--- src/rtl/mpb_pkg.sv ---
package mpb_pkg;

    localparam int PHY_W    = 5;
    localparam int REG_W    = 5;
    localparam int HALF_W   = 16;
    localparam int WORD_W   = 2 * HALF_W;
    localparam int WIN_BITS = 3;
    localparam int IDX_BITS = 4;
    localparam int LOW_W    = WIN_BITS + IDX_BITS;

    localparam logic [PHY_W-1:0] PAGE_PHY = 5'h1F;
    localparam logic [REG_W-1:0] PAGE_REG = 5'h10;
    localparam logic [PHY_W-WIN_BITS-1:0] WIN_TAG = 2'b10;
    localparam logic [HALF_W-1:0] IDLE_READ = 16'hFFFF;

    typedef enum logic [1:0] {
        ACC_NONE = 2'd0,
        ACC_PAGE = 2'd1,
        ACC_LOW  = 2'd2,
        ACC_HIGH = 2'd3
    } acc_kind_e;

    typedef struct packed {
        acc_kind_e          kind;
        logic [LOW_W-1:0]   low_idx;
    } acc_dec_t;

    function automatic acc_dec_t classify(
        input logic [PHY_W-1:0] phy,
        input logic [REG_W-1:0] rnum
    );
        acc_dec_t d;
        d.low_idx = {phy[WIN_BITS-1:0], rnum[REG_W-1:1]};
        if (phy == PAGE_PHY && rnum == PAGE_REG)
            d.kind = ACC_PAGE;
        else if (phy[PHY_W-1:WIN_BITS] == WIN_TAG)
            d.kind = rnum[0] ? ACC_HIGH : ACC_LOW;
        else
            d.kind = ACC_NONE;
        return d;
    endfunction

endpackage

--- src/rtl/mpb_decode.sv ---
module mpb_decode
    import mpb_pkg::*;
(
    input  logic [PHY_W-1:0] phy,
    input  logic [REG_W-1:0] rnum,
    input  logic             we,
    input  logic             re,
    output acc_kind_e        kind,
    output logic [LOW_W-1:0] low_idx,
    output logic             wr_page,
    output logic             wr_low,
    output logic             wr_high,
    output logic             rd_page,
    output logic             rd_low,
    output logic             rd_high,
    output logic             rd_none
);
    acc_dec_t dec;

    always_comb begin
        dec     = classify(phy, rnum);
        kind    = dec.kind;
        low_idx = dec.low_idx;
        wr_page = we && (dec.kind == ACC_PAGE);
        wr_low  = we && (dec.kind == ACC_LOW);
        wr_high = we && (dec.kind == ACC_HIGH);
        rd_page = re && !we && (dec.kind == ACC_PAGE);
        rd_low  = re && !we && (dec.kind == ACC_LOW);
        rd_high = re && !we && (dec.kind == ACC_HIGH);
        rd_none = re && !we && (dec.kind == ACC_NONE);
    end
endmodule

--- src/rtl/mpb_page_reg.sv ---
module mpb_page_reg #(
    parameter int PAGE_W = 9
) (
    input  logic              clk,
    input  logic              rst,
    input  logic              load,
    input  logic [PAGE_W-1:0] din,
    output logic [PAGE_W-1:0] page
);
    always_ff @(posedge clk) begin
        if (rst)
            page <= '0;
        else if (load)
            page <= din;
    end
endmodule

--- src/rtl/mpb_half_pair.sv ---
module mpb_half_pair
    import mpb_pkg::*;
#(
    parameter int PAGE_W = 9
) (
    input  logic              clk,
    input  logic              rst,
    input  logic              wr_high,
    input  logic              rd_page,
    input  logic              rd_low,
    input  logic              rd_high,
    input  logic              rd_none,
    input  logic [HALF_W-1:0] wdata,
    input  logic [PAGE_W-1:0] page,
    input  logic [WORD_W-1:0] bus_rdata,
    output logic [HALF_W-1:0] held_wr_hi,
    output logic [HALF_W-1:0] rdata
);
    localparam int PAD_W = HALF_W - PAGE_W;

    logic [HALF_W-1:0] held_rd_hi;
    logic [HALF_W-1:0] page_ext;

    generate
        if (PAD_W > 0) begin : g_pad
            assign page_ext = {{PAD_W{1'b0}}, page};
        end else begin : g_nopad
            assign page_ext = page[HALF_W-1:0];
        end
    endgenerate

    always_ff @(posedge clk) begin
        if (rst) begin
            held_wr_hi <= '0;
            held_rd_hi <= '0;
            rdata      <= IDLE_READ;
        end else begin
            if (wr_high)
                held_wr_hi <= wdata;
            if (rd_low) begin
                held_rd_hi <= bus_rdata[WORD_W-1:HALF_W];
                rdata      <= bus_rdata[HALF_W-1:0];
            end else if (rd_high) begin
                rdata <= held_rd_hi;
            end else if (rd_page) begin
                rdata <= page_ext;
            end else if (rd_none) begin
                rdata <= IDLE_READ;
            end
        end
    end
endmodule

--- src/rtl/mdio_page_bridge.sv ---
module mdio_page_bridge
    import mpb_pkg::*;
#(
    parameter int PAGE_W = 9,
    localparam int ADDR_W = PAGE_W + LOW_W
) (
    input  logic              clk,
    input  logic              rst,
    input  logic [PHY_W-1:0]  mgmt_phy,
    input  logic [REG_W-1:0]  mgmt_reg,
    input  logic [HALF_W-1:0] mgmt_wdata,
    input  logic              mgmt_we,
    input  logic              mgmt_re,
    output logic [HALF_W-1:0] mgmt_rdata,
    output logic [ADDR_W-1:0] bus_addr,
    output logic [WORD_W-1:0] bus_wdata,
    output logic              bus_we,
    output logic              bus_re,
    input  logic [WORD_W-1:0] bus_rdata
);
    acc_kind_e         kind;
    logic [LOW_W-1:0]  low_idx;
    logic              wr_page, wr_low, wr_high;
    logic              rd_page, rd_low, rd_high, rd_none;
    logic [PAGE_W-1:0] page_q;
    logic [HALF_W-1:0] held_wr_hi;

    mpb_decode u_dec (
        .phy     (mgmt_phy),
        .rnum    (mgmt_reg),
        .we      (mgmt_we),
        .re      (mgmt_re),
        .kind    (kind),
        .low_idx (low_idx),
        .wr_page (wr_page),
        .wr_low  (wr_low),
        .wr_high (wr_high),
        .rd_page (rd_page),
        .rd_low  (rd_low),
        .rd_high (rd_high),
        .rd_none (rd_none)
    );

    mpb_page_reg #(.PAGE_W(PAGE_W)) u_page (
        .clk  (clk),
        .rst  (rst),
        .load (wr_page),
        .din  (mgmt_wdata[PAGE_W-1:0]),
        .page (page_q)
    );

    mpb_half_pair #(.PAGE_W(PAGE_W)) u_pair (
        .clk        (clk),
        .rst        (rst),
        .wr_high    (wr_high),
        .rd_page    (rd_page),
        .rd_low     (rd_low),
        .rd_high    (rd_high),
        .rd_none    (rd_none),
        .wdata      (mgmt_wdata),
        .page       (page_q),
        .bus_rdata  (bus_rdata),
        .held_wr_hi (held_wr_hi),
        .rdata      (mgmt_rdata)
    );

    assign bus_addr  = {page_q, low_idx};
    assign bus_wdata = {held_wr_hi, mgmt_wdata};
    assign bus_we    = wr_low;
    assign bus_re    = rd_low;

    logic unused_kind;
    assign unused_kind = ^kind;
endmodule

--- config.mk ---
export PLATFORM = sky130hd
export DESIGN_NAME = mdio_page_bridge
export DESIGN_NICKNAME = d
export VERILOG_FILES = /design/src/rtl/mpb_pkg.sv /design/src/rtl/mpb_decode.sv /design/src/rtl/mpb_page_reg.sv /design/src/rtl/mpb_half_pair.sv /design/src/rtl/mdio_page_bridge.sv
export SDC_FILE = /design/constraint.sdc
export NUM_CORES = 1
export LEC_CHECK = 0
export ABC_AREA = 1
export ABC_CLOCK_PERIOD_IN_PS = 1600
export BUFFER_PORTS_ARGS = -buffer_cell sky130_fd_sc_hd__buf_2
export CORE_ASPECT_RATIO = 1.75
export CORE_MARGIN = 8
export CORE_UTILIZATION = 40
export DETAILED_ROUTE_END_ITERATION = 6
export GPL_ROUTABILITY_DRIVEN = 0
export GPL_TIMING_DRIVEN = 0
export PLACE_DENSITY_LB_ADDON = 0.15
export SLEW_MARGIN = 20
export SYNTH_ARGS = -nofsm -noshare
export SYNTH_HDL_FRONTEND = slang
export SYNTH_SLANG_ARGS = --single-unit
export TNS_END_PERCENT = 10
--- constraint.sdc ---
create_clock -name clk -period 1.6 [get_ports clk]
set_input_delay 0.08 -clock clk [delete_from_list [all_inputs] [get_ports clk]]
set_output_delay 0.08 -clock clk [all_outputs]
set_load 0.05 [all_outputs]
==> run metrics, run 1 <==
Initial Util=40.69%; die width=80.38 um; num rows=41; final worst slack=0.2548 ns; largest cells by area after synthesis=dfxtp_1 39%, nand2_1 12%, a21oi_1 6.7%, buf_4 6.7%, nand4_1 5.8%; R2R cell count=4; placed cell count=613; Root Driver=clkbuf_16; Fmax=743.4 MHz; DRT Pass-1 Iters=4; Core ar.=0.007131 sq mm; pin count of the biggest net entering global routing=11; die area=between 0.01 and 0.015 sq mm; Cell Count, Final, Fillers Out=649; Hold Path Class=input port to register; final WL=8.996 mm; clk_lat worst skew=0.32 ns; Die Span Y=approximately 130 um; reg2reg start=u_page.page[1]; CP Launch Type=input port; Clock Skew=~0.0028 ns; NetSw=1.090 mW; Final min period=1.345 ns; WHS Path Cells=3; CTS sink cnt=57; H-tree depth=3; # DRC=0; syn avg cell area=7.218 sq um; most frequent cells in the layout=129 x buf_2, 94 x nand2_1, 57 x dfxtp_1; yosys warns=0; power share of the clock group=44.4%; All-Layer GR Usage=17.55%; Tightest Pin Transition=0.5650 ns; Yosys top cell by area=dfxtp_1; Setup crit end kind=output port; final setup violation count=0; I/O pin count=between 100 and 150; ANT nets after route=0; antenna cells=0; Final Cycle Share=84.07%; CP Data Required Time=1.52 ns; Static Leak=2.030 nW; FF-to-FF End=u_pair.rdata[1]; Layout area overhead=42.43%; Combinational Power Share=roughly 18%; Power Density=954.2 mW/mm^2; Worst Setup SP=mgmt_phy[1]; clock transition at the registers of the reported paths=0.05 ns; worst-path fanout max=10; Crit path arrival time=1.27 ns; top cell type's share of synthesized area=between 30% and 40%; vias in the first global route=2956; Register Area=0.001141 sq mm; DR iter-0 viols=~110; status=completed; Seq cells post-synth=57; Post-Route Utilization=57.96%; dpl hpwl=7.020 mm; Final TNS setup=0 ns; Switching Share=between 20% and 30%; Seq pwr share=37.6%; drt wl/cell=about 14 um; CTS tree=done; unrepaired setup endpoints after global routing=no; total gr overflow=0; Setup Buffers After CTS=0; first-pass GRT wire length=between 10 and 15 mm; vias per cell=between 4 and 5; # port buffers=125; final hold violations=0; Vias=3016; Multi-input gate area=0.001286 sq mm; Synth Cell Area=0.002902 sq mm; overall power=slightly below 4 mW; Clock Path Buffers=2; Synth Net Count=464; Hold Startpoint=bus_rdata[17]; r2r setup slk=0.79 ns; commonest non-fill, non-tap cell in the layout=buf_2; Final Max Slew Viols=0; Max-cap violations=0; share of cells above drive strength 1=36.23%; Int Power=2.853 mW; total CTS buffers=9; Hold Path Sink=u_pair.held_rd_hi[1]; relative slew slack=between 60% and 70%; # fillers=707; Peak VDD IR=0.0006106 V; register area share after synthesis=roughly two fifths; Yosys cell types=27; pre-CTS setup slack=0.2520 ns; Final #Nets=621; synthesized instance count=402; Setup CP Type=input port to output port; initial antenna violation count=0
-- layer usage --
metal / track usage (%) / vias up / wire [um]
met5: 0 / - / 0
met4: 6.250 / 0 / 121
met3: 5.587 / 11 / 689
met2: 32.31 / 91 / 4934
met1: 17.48 / 1332 / 3250
li1: - / 1582 / -
-- power groups by stage --
stage / combinational, mW / sequential, mW / clock, mW
6_report: 0.706 / 1.48 / 1.75
5_1_grt: 0.760 / 1.49 / 1.85
4_1_cts: 0.711 / 1.48 / 1.80
2_1_floorplan: 0.348 / 1.63 / 0
3_3_place_gp: 0.666 / 1.51 / 0
3_5_place_dp: 0.671 / 1.51 / 0
-- synthesized netlist by cell type, drive strengths merged --
cell / n
buf: 39
clkbuf: 6
dfxtp: 57
nand4: 28
a21oi: 39
nor4: 1
o21ai: 16
nor2: 47
inv: 34
clkinv: 9
nor3: 9
nand2: 100
nand3: 17
-- per-stage QoR --
step           area [sq um]  hold slack, ns
5_1_grt                4133         0.02880
4_1_cts                4133        0.002927
3_5_place_dp           3641          0.2944
2_1_floorplan          2908          0.1975
6_report               4133         0.01385
3_3_place_gp           3641          0.2884
-- how the worst max path moves through the flow --
stage / to / slack [ns] / depth (start not counted)
2_1_floorplan: bus_we / 0.004 / 6
3_3_place_gp: bus_we / 0.26 / 8
3_5_place_dp: bus_we / 0.25 / 8
4_1_cts: bus_we / 0.25 / 8
5_1_grt: bus_re / 0.18 / 8
6_report: bus_we / 0.25 / 8
-- sequential cells by signal, summed over array words and instances (netlist names) --
| signal | count |
|---|---|
| u_page.page | 9 |
| u_pair.held_rd_hi | 16 |
| u_pair.held_wr_hi | 16 |
| u_pair.rdata | 16 |
-- kinds of logic after synthesis --
kind of cell    count (synthesis)  share of synthesized area, %
simple gates                  202                         34.63
buf+inv                        88                         16.56
flops                          57                         39.33
compound gates                 55                         9.487
-- worst max-delay path, cell delays in order --
cell	delay (ns)
buf_2	0.10
nand2_1	0.15
nor2_8	0.08
nand3_4	0.13
buf_6	0.19
nand2_8	0.09
nor4_2	0.12
buf_2	0.31
-- repair_timing --
item | in CTS | in global routing
gates resized for setup | 0 | 0
hold buffers | 21 | 0
hold endpoints to repair | 21 | 0
-- layout make-up --
| type | count | share of cell area, % |
|---|---|---|
| tap | 86 | 2.604 |
| inverter | 43 | 3.966 |
| sequential | 57 | 27.61 |
| clock buffer | 12 | 6.449 |
| multi-input combinational | 257 | 31.12 |
| clock inverter | 3 | 0.3633 |
| timing repair buffer | 146 | 20.22 |
| buffer | 45 | 7.660 |
No activity file was read; power rests on OpenSTA's default activity.
==> run 2, diff against run 1 <==
--- a/config.mk
+++ b/config.mk
@@ -6,7 +6,7 @@
 export NUM_CORES = 1
 export LEC_CHECK = 0
 export ABC_AREA = 1
-export ABC_CLOCK_PERIOD_IN_PS = 1600
+export ABC_CLOCK_PERIOD_IN_PS = 1250
 export BUFFER_PORTS_ARGS = -buffer_cell sky130_fd_sc_hd__buf_2
 export CORE_ASPECT_RATIO = 1.75
 export CORE_MARGIN = 8
==> constraint.sdc (replaced) <==
create_clock -name clk -period 1.25 [get_ports clk]
set_input_delay 0.0625 -clock clk [delete_from_list [all_inputs] [get_ports clk]]
set_output_delay 0.0625 -clock clk [all_outputs]
set_load 0.05 [all_outputs]
==> run 2 against run 1 <==
Clock power up 38%. Via count up 1.9%. Sequential power up 28%. Cell area up 3.5%. Register-to-register slack worse by 0.37 ns. Critical endpoint is now bus_re. Largest cell class unchanged.
==> run metrics, run 2 (synthesized netlist as in run 1, its figures left out) <==
Final min period=1.163 ns; final hold violations=0; gr busiest metal=met2; die width=80.38 um; Clock Skew=0.005407 ns; Root Driver=clkbuf_16; Crit path arrival time=about 1.1 ns; antenna cells=0; clock transition at the registers of the reported paths=0.05 ns; power share of the clock group=46.0%; Layout area overhead=47.35%; Max-cap violations=0; Tightest Pin Transition=0.5759 ns; # port buffers=125; met1 usage=between 10% and 20%; vias in the first global route=3051; M2 GR Usage=33.35%; Post-DP Area=0.003650 sq mm; Post-Route Utilization=59.96%; Die Span Y=about 130 um; CP Data Required Time=about 1.2 ns; CP max stage delay=0.19 ns; relative slew slack=61.61%; Final Max Slew Viols=0; CTS sink cnt=57; Cell Count, Final, Fillers Out=659; vias per cell=~4.7; most frequent cells in the layout=126 x buf_2, 91 x nand2_1, 57 x dfxtp_1; Final TNS setup=0 ns; Clock Path Buffers=2; Power Density=1227 mW/mm^2; final setup violation count=0; crit path cell chain=buf_2 -> inv_1 -> nor2_2 -> buf_6 -> nand4_4 -> buf_12 -> inv_1 -> buf_6; initial antenna violation count=0; pin count of the biggest net entering global routing=12; H-tree depth=3; # DRC=0; r2r setup slk=0.42 ns; worst path bufs/invs=6; ANT nets after route=0; Post-Layout Inst Area=0.004275 sq mm; Final Cycle Share=93.01%; # fillers=between 700 and 800; total gr overflow=0; pre-CTS setup slack=-0.07695 ns; R2R cell count=4; status=completed; drt wl/cell=13.84 um; worst-path fanout max=10; Switching Share=28.85%; share of cells above drive strength 1=37.00%; CP max-delay cell=buf_12; final WL=slightly above 9 mm; met3 Resource Use GR=approximately 4%; reg2reg start=u_page.page[4]; Core ar.=0.007131 sq mm; die area=between 0.01 and 0.015 sq mm; CTS tree=done; DRT Pass-1 Iters=4; DR iter-0 viols=91; clk_lat worst skew=0.33 ns; dpl hpwl=7.118 mm; first-pass GRT wire length=14.46 mm; CP Launch Type=input port; total CTS buffers=9; overall power=5.245 mW; critical path's top delay family=buffers and inverters; Hold Startpoint=mgmt_wdata[5]; Hold WS=0.008632 ns; Peak VDD IR=0.0008321 V; final worst slack=approximately 0.09 ns; Static Leak=just over 2 nW; commonest non-fill, non-tap cell in the layout=buf_2; num rows=between 40 and 50; Hold Path Class=input port to register; largest registers=u_pair.held_rd_hi x16, u_pair.held_wr_hi x16, u_pair.rdata x16; I/O pin count=128; Combinational Power Share=17.9%; Final #Nets=630; Fmax=860.2 MHz; NetSw=1.513 mW; All-Layer GR Usage=between 10% and 20%; Initial Util=40.69%; Setup crit end kind=output port; unrepaired setup endpoints after global routing=no; Setup CP Type=input port to output port; WHS Path Cells=3; placed cell count=613; Vias=3074; Hold Path Sink=u_page.page[5]; Int Power=3.732 mW; Seq pwr share=36.2%; FF-to-FF End=u_pair.rdata[4]
[run 2: final cells by class]
| class | instances | area, sq um | area share, % |
|---|---|---|---|
| buffer | 45 | 335.3 | 7.843 |
| inverter | 43 | 163.9 | 3.834 |
| clock inverter | 7 | 71.32 | 1.668 |
| multi-input combinational | 257 | 1303 | 30.47 |
| tap | 86 | 107.6 | 2.517 |
| timing repair buffer | 155 | 928.4 | 21.71 |
| sequential | 57 | 1141 | 26.69 |
| clock buffer | 9 | 225.2 | 5.268 |
[run 2: worst max-delay path by stage]
stage                     start      to  cells after the start
floorplan           mgmt_phy[1]  bus_we                      6
global placement    mgmt_phy[4]  bus_re                      8
detailed placement  mgmt_phy[4]  bus_re                      8
CTS                 mgmt_phy[2]  bus_we                      8
global route        mgmt_reg[2]  bus_we                      9
finish              mgmt_phy[4]  bus_re                      8
[run 2: what timing repair did]
| action | CTS | global route |
|---|---|---|
| gates resized for setup | 3 | 9 |
| gates cloned | 0 | 0 |
| hold endpoints to repair | 26 | 0 |
| endpoints found under the setup margin | 2 | 2 |
| pin swaps | 2 | 0 |
| setup buffers | 2 | 2 |
| hold buffers | 26 | 0 |
[run 2: power by group through the flow]
stage / Sequential, mW / Clock (mW) / Combinational [mW]
CTS: 1.90 / 2.45 / 0.932
global route: 1.90 / 2.51 / 1.01
floorplan: 2.08 / 0 / 0.448
global placement: 1.93 / 0 / 0.856
finish: 1.90 / 2.41 / 0.936
detailed placement: 1.94 / 0 / 0.864
[run 2: tightest hold or removal path: cells and delay by family]
| family | cells | cell delay [ns] |
|---|---|---|
| buffers and inverters | 1 | 0.11 |
| and+or+nand+nor | 2 | 0.13 |
[run 2: routing by layer]
metal | part of all wire, % | wire, um
met2 | 55 | 4984
met3 | 6.7 | 614
met1 | 36 | 3265
met4 | 2.8 | 259
met5 | 0 | 0
